File: config.mk
export PLATFORM = sky130hd
export DESIGN_NAME = smb_strap_slave
export DESIGN_NICKNAME = d
export VERILOG_FILES = /design/src/rtl/smb_slave_pkg.sv /design/src/rtl/smb_line_sync.sv /design/src/rtl/smb_strap_latch.sv /design/src/rtl/smb_scl_timeout.sv /design/src/rtl/smb_xfer_fsm.sv /design/src/rtl/smb_strap_slave.sv
export SDC_FILE = /design/constraint.sdc
export NUM_CORES = 1
export LEC_CHECK = 0
export ABC_CLOCK_PERIOD_IN_PS = 3150
export CAP_MARGIN = 20
export CORE_ASPECT_RATIO = 1.1
export CORE_MARGIN = 2
export CORE_UTILIZATION = 57
export CTS_CLUSTER_SIZE = 40
export DETAILED_ROUTE_END_ITERATION = 6
export GPL_TIMING_DRIVEN = 0
export PLACE_DENSITY = 0.76
export SLEW_MARGIN = 0
export SYNTH_ARGS = -nofsm -noshare
export SYNTH_HDL_FRONTEND = slang
export SYNTH_SLANG_ARGS = --single-unit
File: constraint.sdc
create_clock -name clk -period 3.15 [get_ports clk]
set_input_delay 0.63 -clock clk [delete_from_list [all_inputs] [get_ports clk]]
set_output_delay 0.63 -clock clk [all_outputs]
set_load 0.01 [all_outputs]
File: src/rtl/smb_slave_pkg.sv
// Shared types and constants for the strap-addressed bus slave.
// Assumes byte-wide transfers and a 7-bit address with a fixed 5-bit base.
package smb_slave_pkg;

    localparam int BYTE_W = 8;
    localparam logic [4:0] ADDR_BASE = 5'b01011;

    // Strap level codes on the strap input
    localparam logic [1:0] STRAP_GND  = 2'b00;
    localparam logic [1:0] STRAP_VCC  = 2'b01;
    localparam logic [1:0] STRAP_OPEN = 2'b10;

    typedef enum logic [2:0] {
        ST_IDLE,
        ST_ADDR,
        ST_PTR,
        ST_WDATA,
        ST_ACK,
        ST_RDATA,
        ST_MACK,
        ST_WAIT
    } xfer_state_t;

    // Map a strap level code to the two low address bits; never yields 2'b11
    function automatic logic [1:0] strap_to_xy(input logic [1:0] lvl);
        case (lvl)
            STRAP_GND: strap_to_xy = 2'b10;
            STRAP_VCC: strap_to_xy = 2'b01;
            default:   strap_to_xy = 2'b00;
        endcase
    endfunction

endpackage

File: src/rtl/smb_line_sync.sv
// Synchronises the bus clock and data lines into the system clock domain
// and reports clock edges plus START/STOP conditions as one-cycle pulses.
// Assumes both lines idle high; SYNC_STAGES must be at least 2.
module smb_line_sync #(
    parameter int SYNC_STAGES = 2
) (
    input  logic clk,
    input  logic rst_n,
    input  logic scl_i,
    input  logic sda_i,
    output logic scl_s,
    output logic sda_s,
    output logic scl_rise,
    output logic scl_fall,
    output logic start_det,
    output logic stop_det
);

    logic [SYNC_STAGES-1:0] scl_pipe;
    logic [SYNC_STAGES-1:0] sda_pipe;
    logic                   scl_q;
    logic                   sda_q;

    generate
        if (SYNC_STAGES == 2) begin : g_two
            // Two-flop synchroniser chain for both lines
            always_ff @(posedge clk) begin
                if (!rst_n) begin
                    scl_pipe <= '1;
                    sda_pipe <= '1;
                end else begin
                    scl_pipe <= {scl_pipe[0], scl_i};
                    sda_pipe <= {sda_pipe[0], sda_i};
                end
            end
        end else begin : g_deep
            // Longer synchroniser chain for both lines
            always_ff @(posedge clk) begin
                if (!rst_n) begin
                    scl_pipe <= '1;
                    sda_pipe <= '1;
                end else begin
                    scl_pipe <= {scl_pipe[SYNC_STAGES-2:0], scl_i};
                    sda_pipe <= {sda_pipe[SYNC_STAGES-2:0], sda_i};
                end
            end
        end
    endgenerate

    assign scl_s = scl_pipe[SYNC_STAGES-1];
    assign sda_s = sda_pipe[SYNC_STAGES-1];

    // Previous synchronised levels for edge detection
    always_ff @(posedge clk) begin
        if (!rst_n) begin
            scl_q <= 1'b1;
            sda_q <= 1'b1;
        end else begin
            scl_q <= scl_s;
            sda_q <= sda_s;
        end
    end

    assign scl_rise  = scl_s & ~scl_q;
    assign scl_fall  = ~scl_s & scl_q;
    assign start_det = scl_s & scl_q & sda_q & ~sda_s;
    assign stop_det  = scl_s & scl_q & ~sda_q & sda_s;

endmodule

File: src/rtl/smb_strap_latch.sv
// Captures the strap level once after reset and holds the two low address
// bits. Assumes the strap input is stable at reset release.
module smb_strap_latch
    import smb_slave_pkg::*;
(
    input  logic       clk,
    input  logic       rst_n,
    input  logic [1:0] strap_lvl,
    output logic [1:0] dev_xy,
    output logic       xy_valid
);

    // Sample the strap in the first cycle out of reset, then freeze
    always_ff @(posedge clk) begin
        if (!rst_n) begin
            dev_xy   <= 2'b00;
            xy_valid <= 1'b0;
        end else if (!xy_valid) begin
            dev_xy   <= strap_to_xy(strap_lvl);
            xy_valid <= 1'b1;
        end
    end

    a_r4_xy_frozen: assert property (@(posedge clk) disable iff (!rst_n)
        xy_valid |=> $stable(dev_xy));

    a_r2_xy_legal: assert property (@(posedge clk) disable iff (!rst_n)
        xy_valid |-> (dev_xy != 2'b11));

endmodule

File: src/rtl/smb_scl_timeout.sv
// Counts consecutive clock-line-low cycles during a transaction and pulses
// hit when TIMEOUT_CYC is reached. Assumes the FSM leaves busy on hit.
module smb_scl_timeout #(
    parameter int TIMEOUT_CYC = 3_500_000
) (
    input  logic clk,
    input  logic rst_n,
    input  logic scl_s,
    input  logic busy,
    output logic hit
);

    localparam int CNT_W = $clog2(TIMEOUT_CYC + 1);
    localparam logic [CNT_W-1:0] LAST = CNT_W'(TIMEOUT_CYC - 1);

    logic [CNT_W-1:0] low_cnt;

    assign hit = busy && !scl_s && (low_cnt == LAST);

    // Low-time counter, cleared by a high clock line or an idle bus
    always_ff @(posedge clk) begin
        if (!rst_n) begin
            low_cnt <= '0;
        end else if (scl_s || !busy || hit) begin
            low_cnt <= '0;
        end else begin
            low_cnt <= low_cnt + 1'b1;
        end
    end

    a_r9_high_clears: assert property (@(posedge clk) disable iff (!rst_n)
        scl_s |=> (low_cnt == '0));

    a_r9_hit_needs_low: assert property (@(posedge clk) disable iff (!rst_n)
        hit |-> ($past(!scl_s) || low_cnt == '0));

endmodule

File: src/rtl/smb_xfer_fsm.sv
// Bit and byte engine of the slave: address match, pointer load, write
// strobes, read shifting and acknowledge handling. Assumes synchronised
// line levels and single-cycle event pulses from smb_line_sync.
module smb_xfer_fsm
    import smb_slave_pkg::*;
(
    input  logic              clk,
    input  logic              rst_n,
    input  logic              sda_s,
    input  logic              scl_rise,
    input  logic              scl_fall,
    input  logic              start_det,
    input  logic              stop_det,
    input  logic              timeout_hit,
    input  logic [1:0]        dev_xy,
    input  logic              xy_valid,
    input  logic [BYTE_W-1:0] reg_rdata,
    output logic              sda_oe,
    output logic [BYTE_W-1:0] reg_ptr,
    output logic [BYTE_W-1:0] reg_wdata,
    output logic              reg_wr,
    output logic              busy
);

    localparam int BIT_W = $clog2(BYTE_W + 1);
    localparam logic [BIT_W-1:0] FULL = BIT_W'(BYTE_W);
    localparam logic [BIT_W-1:0] LAST_OUT = BIT_W'(BYTE_W - 1);

    xfer_state_t       st;
    xfer_state_t       after_ack;
    logic [BYTE_W-1:0] sh;
    logic [BIT_W-1:0]  bit_cnt;
    logic              bump;
    logic              mack;
    logic              addr_hit;

    assign addr_hit = xy_valid && (sh[7:3] == ADDR_BASE) && (sh[2:1] == dev_xy);
    assign busy     = (st != ST_IDLE);

    // Main transaction state machine
    always_ff @(posedge clk) begin
        if (!rst_n) begin
            st        <= ST_IDLE;
            after_ack <= ST_IDLE;
            sh        <= '0;
            bit_cnt   <= '0;
            bump      <= 1'b0;
            mack      <= 1'b0;
            sda_oe    <= 1'b0;
            reg_ptr   <= '0;
            reg_wdata <= '0;
            reg_wr    <= 1'b0;
        end else begin
            reg_wr <= 1'b0;
            if (stop_det || timeout_hit) begin
                st     <= ST_IDLE;
                sda_oe <= 1'b0;
            end else if (start_det) begin
                st      <= ST_ADDR;
                bit_cnt <= '0;
                sda_oe  <= 1'b0;
            end else begin
                case (st)
                    ST_ADDR, ST_PTR, ST_WDATA: begin
                        if (scl_rise && bit_cnt != FULL) begin
                            sh      <= {sh[BYTE_W-2:0], sda_s};
                            bit_cnt <= bit_cnt + 1'b1;
                        end else if (scl_fall && bit_cnt == FULL) begin
                            bit_cnt <= '0;
                            if (st == ST_ADDR) begin
                                bump <= 1'b0;
                                if (addr_hit) begin
                                    sda_oe    <= 1'b1;
                                    st        <= ST_ACK;
                                    after_ack <= sh[0] ? ST_RDATA : ST_PTR;
                                end else begin
                                    st <= ST_WAIT;
                                end
                            end else if (st == ST_PTR) begin
                                reg_ptr   <= sh;
                                bump      <= 1'b0;
                                sda_oe    <= 1'b1;
                                st        <= ST_ACK;
                                after_ack <= ST_WDATA;
                            end else begin
                                reg_wr    <= 1'b1;
                                reg_wdata <= sh;
                                bump      <= 1'b1;
                                sda_oe    <= 1'b1;
                                st        <= ST_ACK;
                                after_ack <= ST_WDATA;
                            end
                        end
                    end
                    ST_ACK: begin
                        if (scl_fall) begin
                            bump    <= 1'b0;
                            bit_cnt <= '0;
                            if (bump) begin
                                reg_ptr <= reg_ptr + 1'b1;
                            end
                            if (after_ack == ST_RDATA) begin
                                sh     <= reg_rdata;
                                sda_oe <= ~reg_rdata[BYTE_W-1];
                            end else begin
                                sda_oe <= 1'b0;
                            end
                            st <= after_ack;
                        end
                    end
                    ST_RDATA: begin
                        if (scl_fall) begin
                            if (bit_cnt == LAST_OUT) begin
                                sda_oe  <= 1'b0;
                                reg_ptr <= reg_ptr + 1'b1;
                                st      <= ST_MACK;
                            end else begin
                                sh      <= {sh[BYTE_W-2:0], 1'b0};
                                sda_oe  <= ~sh[BYTE_W-2];
                                bit_cnt <= bit_cnt + 1'b1;
                            end
                        end
                    end
                    ST_MACK: begin
                        if (scl_rise) begin
                            mack <= ~sda_s;
                        end else if (scl_fall) begin
                            if (mack) begin
                                sh      <= reg_rdata;
                                sda_oe  <= ~reg_rdata[BYTE_W-1];
                                bit_cnt <= '0;
                                st      <= ST_RDATA;
                            end else begin
                                st <= ST_WAIT;
                            end
                        end
                    end
                    default: ;
                endcase
            end
        end
    end

    a_r6_wr_single: assert property (@(posedge clk) disable iff (!rst_n)
        reg_wr |=> !reg_wr);

    a_r8_stop_idle: assert property (@(posedge clk) disable iff (!rst_n)
        stop_det |=> (st == ST_IDLE && !sda_oe));

    a_r8_start_addr: assert property (@(posedge clk) disable iff (!rst_n)
        (start_det && !stop_det && !timeout_hit) |=> (st == ST_ADDR && bit_cnt == '0));

    a_r9_timeout_idle: assert property (@(posedge clk) disable iff (!rst_n)
        timeout_hit |=> (st == ST_IDLE && !sda_oe));

    a_r3_never_11: assert property (@(posedge clk) disable iff (!rst_n)
        (st == ST_ADDR && scl_fall && bit_cnt == FULL && sh[2:1] == 2'b11
         && !start_det && !stop_det && !timeout_hit) |=> !sda_oe);

    a_r3_wait_quiet: assert property (@(posedge clk) disable iff (!rst_n)
        (st == ST_WAIT) |-> !sda_oe);

endmodule

File: src/rtl/smb_strap_slave.sv
// Top of the strap-addressed two-wire bus slave. Ties together the line
// synchroniser, strap latch, clock-low timeout and transaction engine.
// Assumes an external pull-up; sda_oe=1 means the data line is pulled low.
module smb_strap_slave #(
    parameter int TIMEOUT_CYC = 3_500_000,
    parameter int SYNC_STAGES = 2
) (
    input  logic       clk,
    input  logic       rst_n,
    input  logic       scl_i,
    input  logic       sda_i,
    output logic       sda_oe,
    input  logic [1:0] strap_lvl,
    output logic [7:0] reg_ptr,
    output logic [7:0] reg_wdata,
    output logic       reg_wr,
    input  logic [7:0] reg_rdata
);

    logic       scl_s, sda_s, scl_rise, scl_fall, start_det, stop_det;
    logic [1:0] dev_xy;
    logic       xy_valid;
    logic       busy;
    logic       timeout_hit;

    smb_line_sync #(.SYNC_STAGES(SYNC_STAGES)) u_sync (
        .clk(clk), .rst_n(rst_n), .scl_i(scl_i), .sda_i(sda_i),
        .scl_s(scl_s), .sda_s(sda_s), .scl_rise(scl_rise), .scl_fall(scl_fall),
        .start_det(start_det), .stop_det(stop_det)
    );

    smb_strap_latch u_strap (
        .clk(clk), .rst_n(rst_n), .strap_lvl(strap_lvl),
        .dev_xy(dev_xy), .xy_valid(xy_valid)
    );

    smb_scl_timeout #(.TIMEOUT_CYC(TIMEOUT_CYC)) u_tmo (
        .clk(clk), .rst_n(rst_n), .scl_s(scl_s), .busy(busy), .hit(timeout_hit)
    );

    smb_xfer_fsm u_fsm (
        .clk(clk), .rst_n(rst_n), .sda_s(sda_s), .scl_rise(scl_rise),
        .scl_fall(scl_fall), .start_det(start_det), .stop_det(stop_det),
        .timeout_hit(timeout_hit), .dev_xy(dev_xy), .xy_valid(xy_valid),
        .reg_rdata(reg_rdata), .sda_oe(sda_oe), .reg_ptr(reg_ptr),
        .reg_wdata(reg_wdata), .reg_wr(reg_wr), .busy(busy)
    );

    a_r1_reset_quiet: assert property (@(posedge clk)
        !rst_n |=> (!sda_oe && !reg_wr && reg_ptr == 8'd0));

endmodule

==> flow_metrics.tcl, run 1 <==
set metrics [dict create \
    avgViaCountPerCell 6.068 \
    setup_tns_ns 0 \
    die_x_um 79.12 \
    power_density_nw_per_um2 427.3 \
    synth_top_flop_cell "dfxtp_1" \
    switching_share 0.2254 \
    core-area_um2 6081 \
    cp.required_ns 3.40 \
    setup_viol 0 \
    grt_pass1_wl_mm 14.43 \
    final_hold_viol_count 0 \
    final_nets 480 \
    final_common_cell "dfxtp_1" \
    cap_violations 0 \
    rsz0062_at_grt "no" \
    synthArstFlopShare 0 \
    synthCells 420 \
    ff2ff_setup_slack_ns 0.56 \
    ant_nets 0 \
    grt-ovfl-total 0 \
    grt_max_degree 13 \
    worstPathMaxFanout 10 \
    min_to "u_sync.scl_pipe[1]" \
    arrival_ns 2.84 \
    switching_power_uw 401.9 \
    syn-num-nets 438 \
    slew_headroom 0.3914 \
    p_int_uw 1381 \
    period_share 0.8211 \
    io_pins 32 \
    gp_congestion 0.9564 \
    dieArea_um2 6855 \
    drt_iter0_drc 242 \
    synth_area_leaders "dfxtp_1 (39%), a21oi_1 (4.5%), nor2_1 (4.2%)" \
    num_rows 30 \
    cts_buffers 9 \
    r2r-start "u_fsm.st[2]" \
    end_kind "flip-flop" \
    crit_slowest_cell "a221oi_1" \
    initial_core_util 0.5819 \
    ys_seq_area_frac 0.3904 \
    status "complete, no violations" \
    dpl-instance-area_um2 3949 \
    seq_power_share 0.496 \
    p_leak_uw 0.001307 \
    antenna_found_initial 0 \
    cp_slowest_stage_delay_ns 0.44 \
    hpwlAfterDp_mm 6.532 \
    tritoncts "built" \
    worstSetupPathType "flip-flop to flip-flop" \
    dr.pass1.iters 5 \
    synth_area_um2 3538 \
    final_cell_mix "dfxtp_1 (69), nor2_1 (40), nand2_1 (34), a21oi_1 (32), clkdlybuf4s50_1 (31)" \
    ys_ff_latch 69 \
    hold_path_class "flip-flop to flip-flop" \
    slew_viol_final 0 \
    path_cells "clkbuf_1 -> nand3b_1 -> a221oi_1 -> o21a_1 -> clkbuf_1 -> a21oi_1 -> a311oi_2" \
    cpMostUsedCell "clkbuf_1" \
    dp.cells 531 \
    clock-sinks 69 \
    cts_hold_buf 0 \
    path_buf_inv 2 \
    worst_pin_slew_ns 0.9060 \
    yosys.area.top_type_share 0.3904 \
    finish.instance_area_um2 4174 \
    die_y_um 86.64 \
    antenna_cells 0 \
    wl_per_cell_um 16.37 \
    finClkSkew_ns 0.01231 \
    utilization 0.6864 \
    fmax_ghz 0.3867 \
    dr_total_vias 3319 \
    min_path_cells 1 \
    yosysUniqueCellTypes 62 \
    rr_endpoint "u_fsm.sh[6]" \
    synth_edf_count 0 \
    clockRootBuffer "clkbuf_8" \
    synth_area_leader_cell "dfxtp_1" \
    drive_gt1_frac 0.06424 \
    drt_wl_total_mm 8.953 \
    critPathLaunchType "flip-flop" \
    yosys_warnings 0 \
    clkPwrFrac 0.458 \
    ir_drop_uv 360.6 \
    cts_buffer_depth 2 \
    clk_pin_slew_ns 0.08 \
    drc 0 \
    areaGrowthSynthToFinish_pct 17.96 \
    grt_pass1_vias 3010 \
    reg2reg_depth 7 \
    io_buffers 31 \
    clk_latency_ns 0.35 \
    syn_avg_cell_area_um2 8.425 \
    final.min_clock_period_ns 2.586 \
    post-cts-setup-buffer-count 0 \
    critPathTopFamily "compound AO/OA/AOI/OAI gates" \
    post_cts_resized 0 \
    htreeDepth 3 \
    hp-start "u_sync.scl_pipe[0]" \
    p_comb_frac 0.046 \
    fin_cells 547 \
    grtUsageTotal 0.2709 \
]
## cell usage after synthesis, types with 10 or more instances
| cell type | count |
|---|---|
| a21oi_1 | 32 |
| nand4_1 | 13 |
| o21ai_1 | 14 |
| nand3_1 | 21 |
| nor3_1 | 15 |
| clkbuf_1 | 16 |
| xnor2_1 | 14 |
| nand2_1 | 34 |
| inv_1 | 10 |
| nand2b_1 | 12 |
| dfxtp_1 | 69 |
| nor2_1 | 40 |
## worst max path at each step
stage	startpoint	end	slack (ns)	cells after the start
floorplan	u_tmo.low_cnt[12]	u_fsm.sh[5]	0.97	6
global placement	u_fsm.bit_cnt[0]	u_fsm.sh[5]	0.70	7
detailed placement	u_fsm.st[2]	u_fsm.sh[6]	0.67	7
CTS	u_fsm.st[2]	u_fsm.sh[6]	0.62	7
global route	u_fsm.st[2]	u_fsm.sh[6]	0.36	7
finish	u_fsm.st[2]	u_fsm.sh[6]	0.56	7
## state kept, by name (all words and copies together), names as in the netlist, 2 cells and up
register	count
u_sync.sda_pipe	2
u_fsm.sh	8
u_tmo.low_cnt	22
u_fsm.st	3
u_fsm.after_ack	3
u_strap.dev_xy	2
u_fsm.reg_ptr	8
u_sync.scl_pipe	2
u_fsm.reg_wdata	8
u_fsm.bit_cnt	4
## area by class of cell
class	count	area [µm²]
multi-input cells	318	2013
fillers	521	1907
flip-flops and latches	69	1381
repair buffers	31	310.3
clock buffers	11	141.4
plain buffers	22	102.6
well taps	80	100.1
clock inverters	5	83.83
inverters	11	41.29
## kinds of logic after synthesis
group,count (synthesis),share of synthesized area
adders and majority gates,4,0.01414
and+or+nand+nor,178,0.2677
AOI/OAI and AO/OA,106,0.2100
xor gates and xnor gates,22,0.05446
muxes,8,0.02263
DFF,69,0.3904
buffers and inverters,33,0.04067
## worst register-to-register path, stage by stage, from the launching register on
cell      delay (ns)
dfxtp_1         0.36
clkbuf_1        0.38
nand3b_1        0.16
a221oi_1        0.44
o21a_1          0.35
clkbuf_1        0.40
a21oi_1         0.15
a311oi_2        0.25
## per-layer routing
layer / part of all wire / track usage
met5: 0 / 0
met1: 0.44 / 0.3303
met4: 0.021 / 0.1019
met3: 0.050 / 0.05000
met2: 0.49 / 0.4746
## power groups by stage
stage	registers, µW	clock network [µW]	logic, µW
6_report	885	817	81.7
5_1_grt	885	863	88.0
4_1_cts	884	825	80.7
3_5_place_dp	905	0	80.0
3_3_place_gp	905	0	79.7
2_1_floorplan	902	0	47.8
## per-stage QoR
| stage | hold WS (ns) | worst slack [ns] | total power (µW) |
|---|---|---|---|
| CTS | 0.4176 | 0.6195 | 1790 |
| floorplan | 0.3863 | 0.9695 | 950.0 |
| global route | 0.4549 | 0.3610 | 1836 |
| global placement | 0.3934 | 0.7005 | 984.4 |
| detailed placement | 0.3936 | 0.6724 | 984.9 |
| finish | 0.4052 | 0.5637 | 1783 |
Power figures use the tool's default switching activity.
==> run 2, diff against run 1 <==
Settings changed: ABC_CLOCK_PERIOD_IN_PS 3150 to 2400.
Clock period 3.15 ns to 2.4 ns, I/O delays scaled along.
==> run 2 against run 1 <==
  * Final area increased by 0.96%
  * Sequential power up 31%
  * Register-to-register slack lost 0.46 ns
  * Maximum frequency increased by 13%
  * Clock power up 31%
  * Count of clock-buffer cells in the layout unchanged
  * Critical path type unchanged
  * Critical endpoint is now u_fsm.after_ack[0]
  * Largest power group unchanged
  * Die area unchanged
  * Global-route usage is the same
  * Clock skew shrank 0.00056 ns
  * First-iteration DRC count is 2.1% higher
  * Wire length grew 0.34%
  * Core utilization up 0.66 points
==> flow_metrics.tcl, run 2 (synthesized netlist as in run 1, its figures left out) <==
set metrics [dict create \
    place_ws_ns -0.07759 \
    switching_power_uw 524.0 \
    final_hold_viol_count 0 \
    hold_path_class "flip-flop to flip-flop" \
    p_leak_uw 0.001329 \
    dieArea_um2 6855 \
    whs_ns 0.4069 \
    grtUsageTotal 0.2709 \
    drt_wl_total_mm 8.983 \
    setup_viol 0 \
    cts_buffer_depth 2 \
    largest_register "u_tmo.low_cnt" \
    antenna_found_initial 0 \
    arrival_ns 2.55 \
    io_pins 32 \
    core-area_um2 6081 \
    critPathLaunchType "flip-flop" \
    grt_max_degree 13 \
    dr_total_vias 3352 \
    post-cts-setup-buffer-count 0 \
    clkPwrFrac 0.456 \
    clock-sinks 69 \
    slew_headroom 0.5766 \
    cts_buffers 9 \
    worstPathMaxFanout 10 \
    final_nets 480 \
    seq_power_share 0.497 \
    initial_core_util 0.5819 \
    final_cell_mix "dfxtp_1 (69), nor2_1 (40), nand2_1 (34), a21oi_1 (32), clkdlybuf4s50_1 (31)" \
    grt-ovfl-total 0 \
    dpl-instance-area_um2 3949 \
    clk_latency_ns 0.35 \
    wl_per_cell_um 16.42 \
    p_comb_frac 0.047 \
    antenna_cells 0 \
    fillCellCount 517 \
    final.min_clock_period_ns 2.297 \
    io_buffers 31 \
    clockRootBuffer "clkbuf_8" \
    gp_congestion 0.9564 \
    die_x_um 79.12 \
    final_common_cell "dfxtp_1" \
    worst_pin_slew_ns 0.6352 \
    status "complete, no violations" \
    drc 0 \
    clk_pin_slew_ns 0.08 \
    switching_share 0.2241 \
    avgViaCountPerCell 6.128 \
    largest_reg_flops 22 \
    end_kind "flip-flop" \
    ir_drop_uv 470.1 \
    tritoncts "built" \
    grt_pass1_wl_mm 14.43 \
    htreeDepth 3 \
    ant_nets 0 \
    setup_tns_ns 0 \
    cp.required_ns 2.66 \
    fmax_ghz 0.4354 \
    timing.final.ws_setup_ns 0.1034 \
    slew_viol_final 0 \
    num_rows 30 \
    finish.instance_area_um2 4214 \
    cap_violations 0 \
    p_int_uw 1814 \
    utilization 0.6930 \
    areaGrowthSynthToFinish_pct 19.09 \
    drt_iter0_drc 247 \
    dr.pass1.iters 5 \
    die_y_um 86.64 \
    period_share 0.9569 \
    power_density_nw_per_um2 554.9 \
    finClkSkew_ns 0.01175 \
    grt_pass1_vias 3010 \
    drive_gt1_frac 0.08137 \
    hpwlAfterDp_mm 6.532 \
    worstSetupPathType "flip-flop to flip-flop" \
]
run 2: worst max-delay path, cell delays in order (launching register included):
cell and delay [ns]:
dfxtp_1 0.37, ha_1 0.21, nand4_1 0.23, or4_4 0.63, o211ai_4 0.24, buf_6 0.18, nor3_2 0.06, a311oi_2 0.27
run 2: cell type report:
| type | instances | area, µm² | area share |
|---|---|---|---|
| Multi-Input combinational cell | 318 | 2044 | 0.4852 |
| Sequential cell | 69 | 1381 | 0.3278 |
| Timing Repair Buffer | 31 | 310.3 | 0.07363 |
| Clock buffer | 11 | 141.4 | 0.03355 |
| Buffer | 22 | 111.4 | 0.02643 |
| Tap cell | 80 | 100.1 | 0.02375 |
| Clock inverter | 5 | 83.83 | 0.01989 |
| Inverter | 11 | 41.29 | 0.009798 |
run 2: final timing paths:
check	startpoint	to	slack (ns)	depth (start not counted)
worst min-delay path	u_sync.scl_pipe[0]	u_sync.scl_pipe[1]	0.41	1
worst max-delay path	u_tmo.low_cnt[0]	u_fsm.after_ack[0]	0.10	7
worst min register to register	u_sync.scl_pipe[0]	u_sync.scl_pipe[1]	0.41	1
worst max register to register	u_tmo.low_cnt[0]	u_fsm.after_ack[0]	0.10	7
run 2: power by group through the flow:
stage	Combinational, µW	Clock, µW	Sequential [µW]
floorplan	62.7	0	1180
finish	110	1070	1160
global route	118	1130	1160
detailed placement	105	0	1190
global placement	105	0	1190
CTS	106	1080	1160
run 2: through the flow:
| step | power [µW] | cells |
|---|---|---|
| 2_1_floorplan | 1247 | 420 |
| 3_3_place_gp | 1292 | 531 |
| 3_5_place_dp | 1293 | 531 |
| 4_1_cts | 2350 | 547 |
| 5_1_grt | 2412 | 547 |
| 6_report | 2338 | 547 |
run 2: timing repair:
| action | 4_1_cts | 5_1_grt |
|---|---|---|
| resized for setup | 1 | 15 |
| hold buffers | 0 | 0 |
| pin swaps | 0 | 2 |
| cloned | 0 | 0 |
| setup endpoints to repair | 2 | 26 |
run 2: routing by layer:
layer  track usage  up-vias  part of all wire
met2        0.4746      117              0.49
met5             0        -                 0
met1        0.3303     1575              0.43
met3       0.05000       16             0.053
met4        0.1019        0             0.022
li1              -     1644                 -
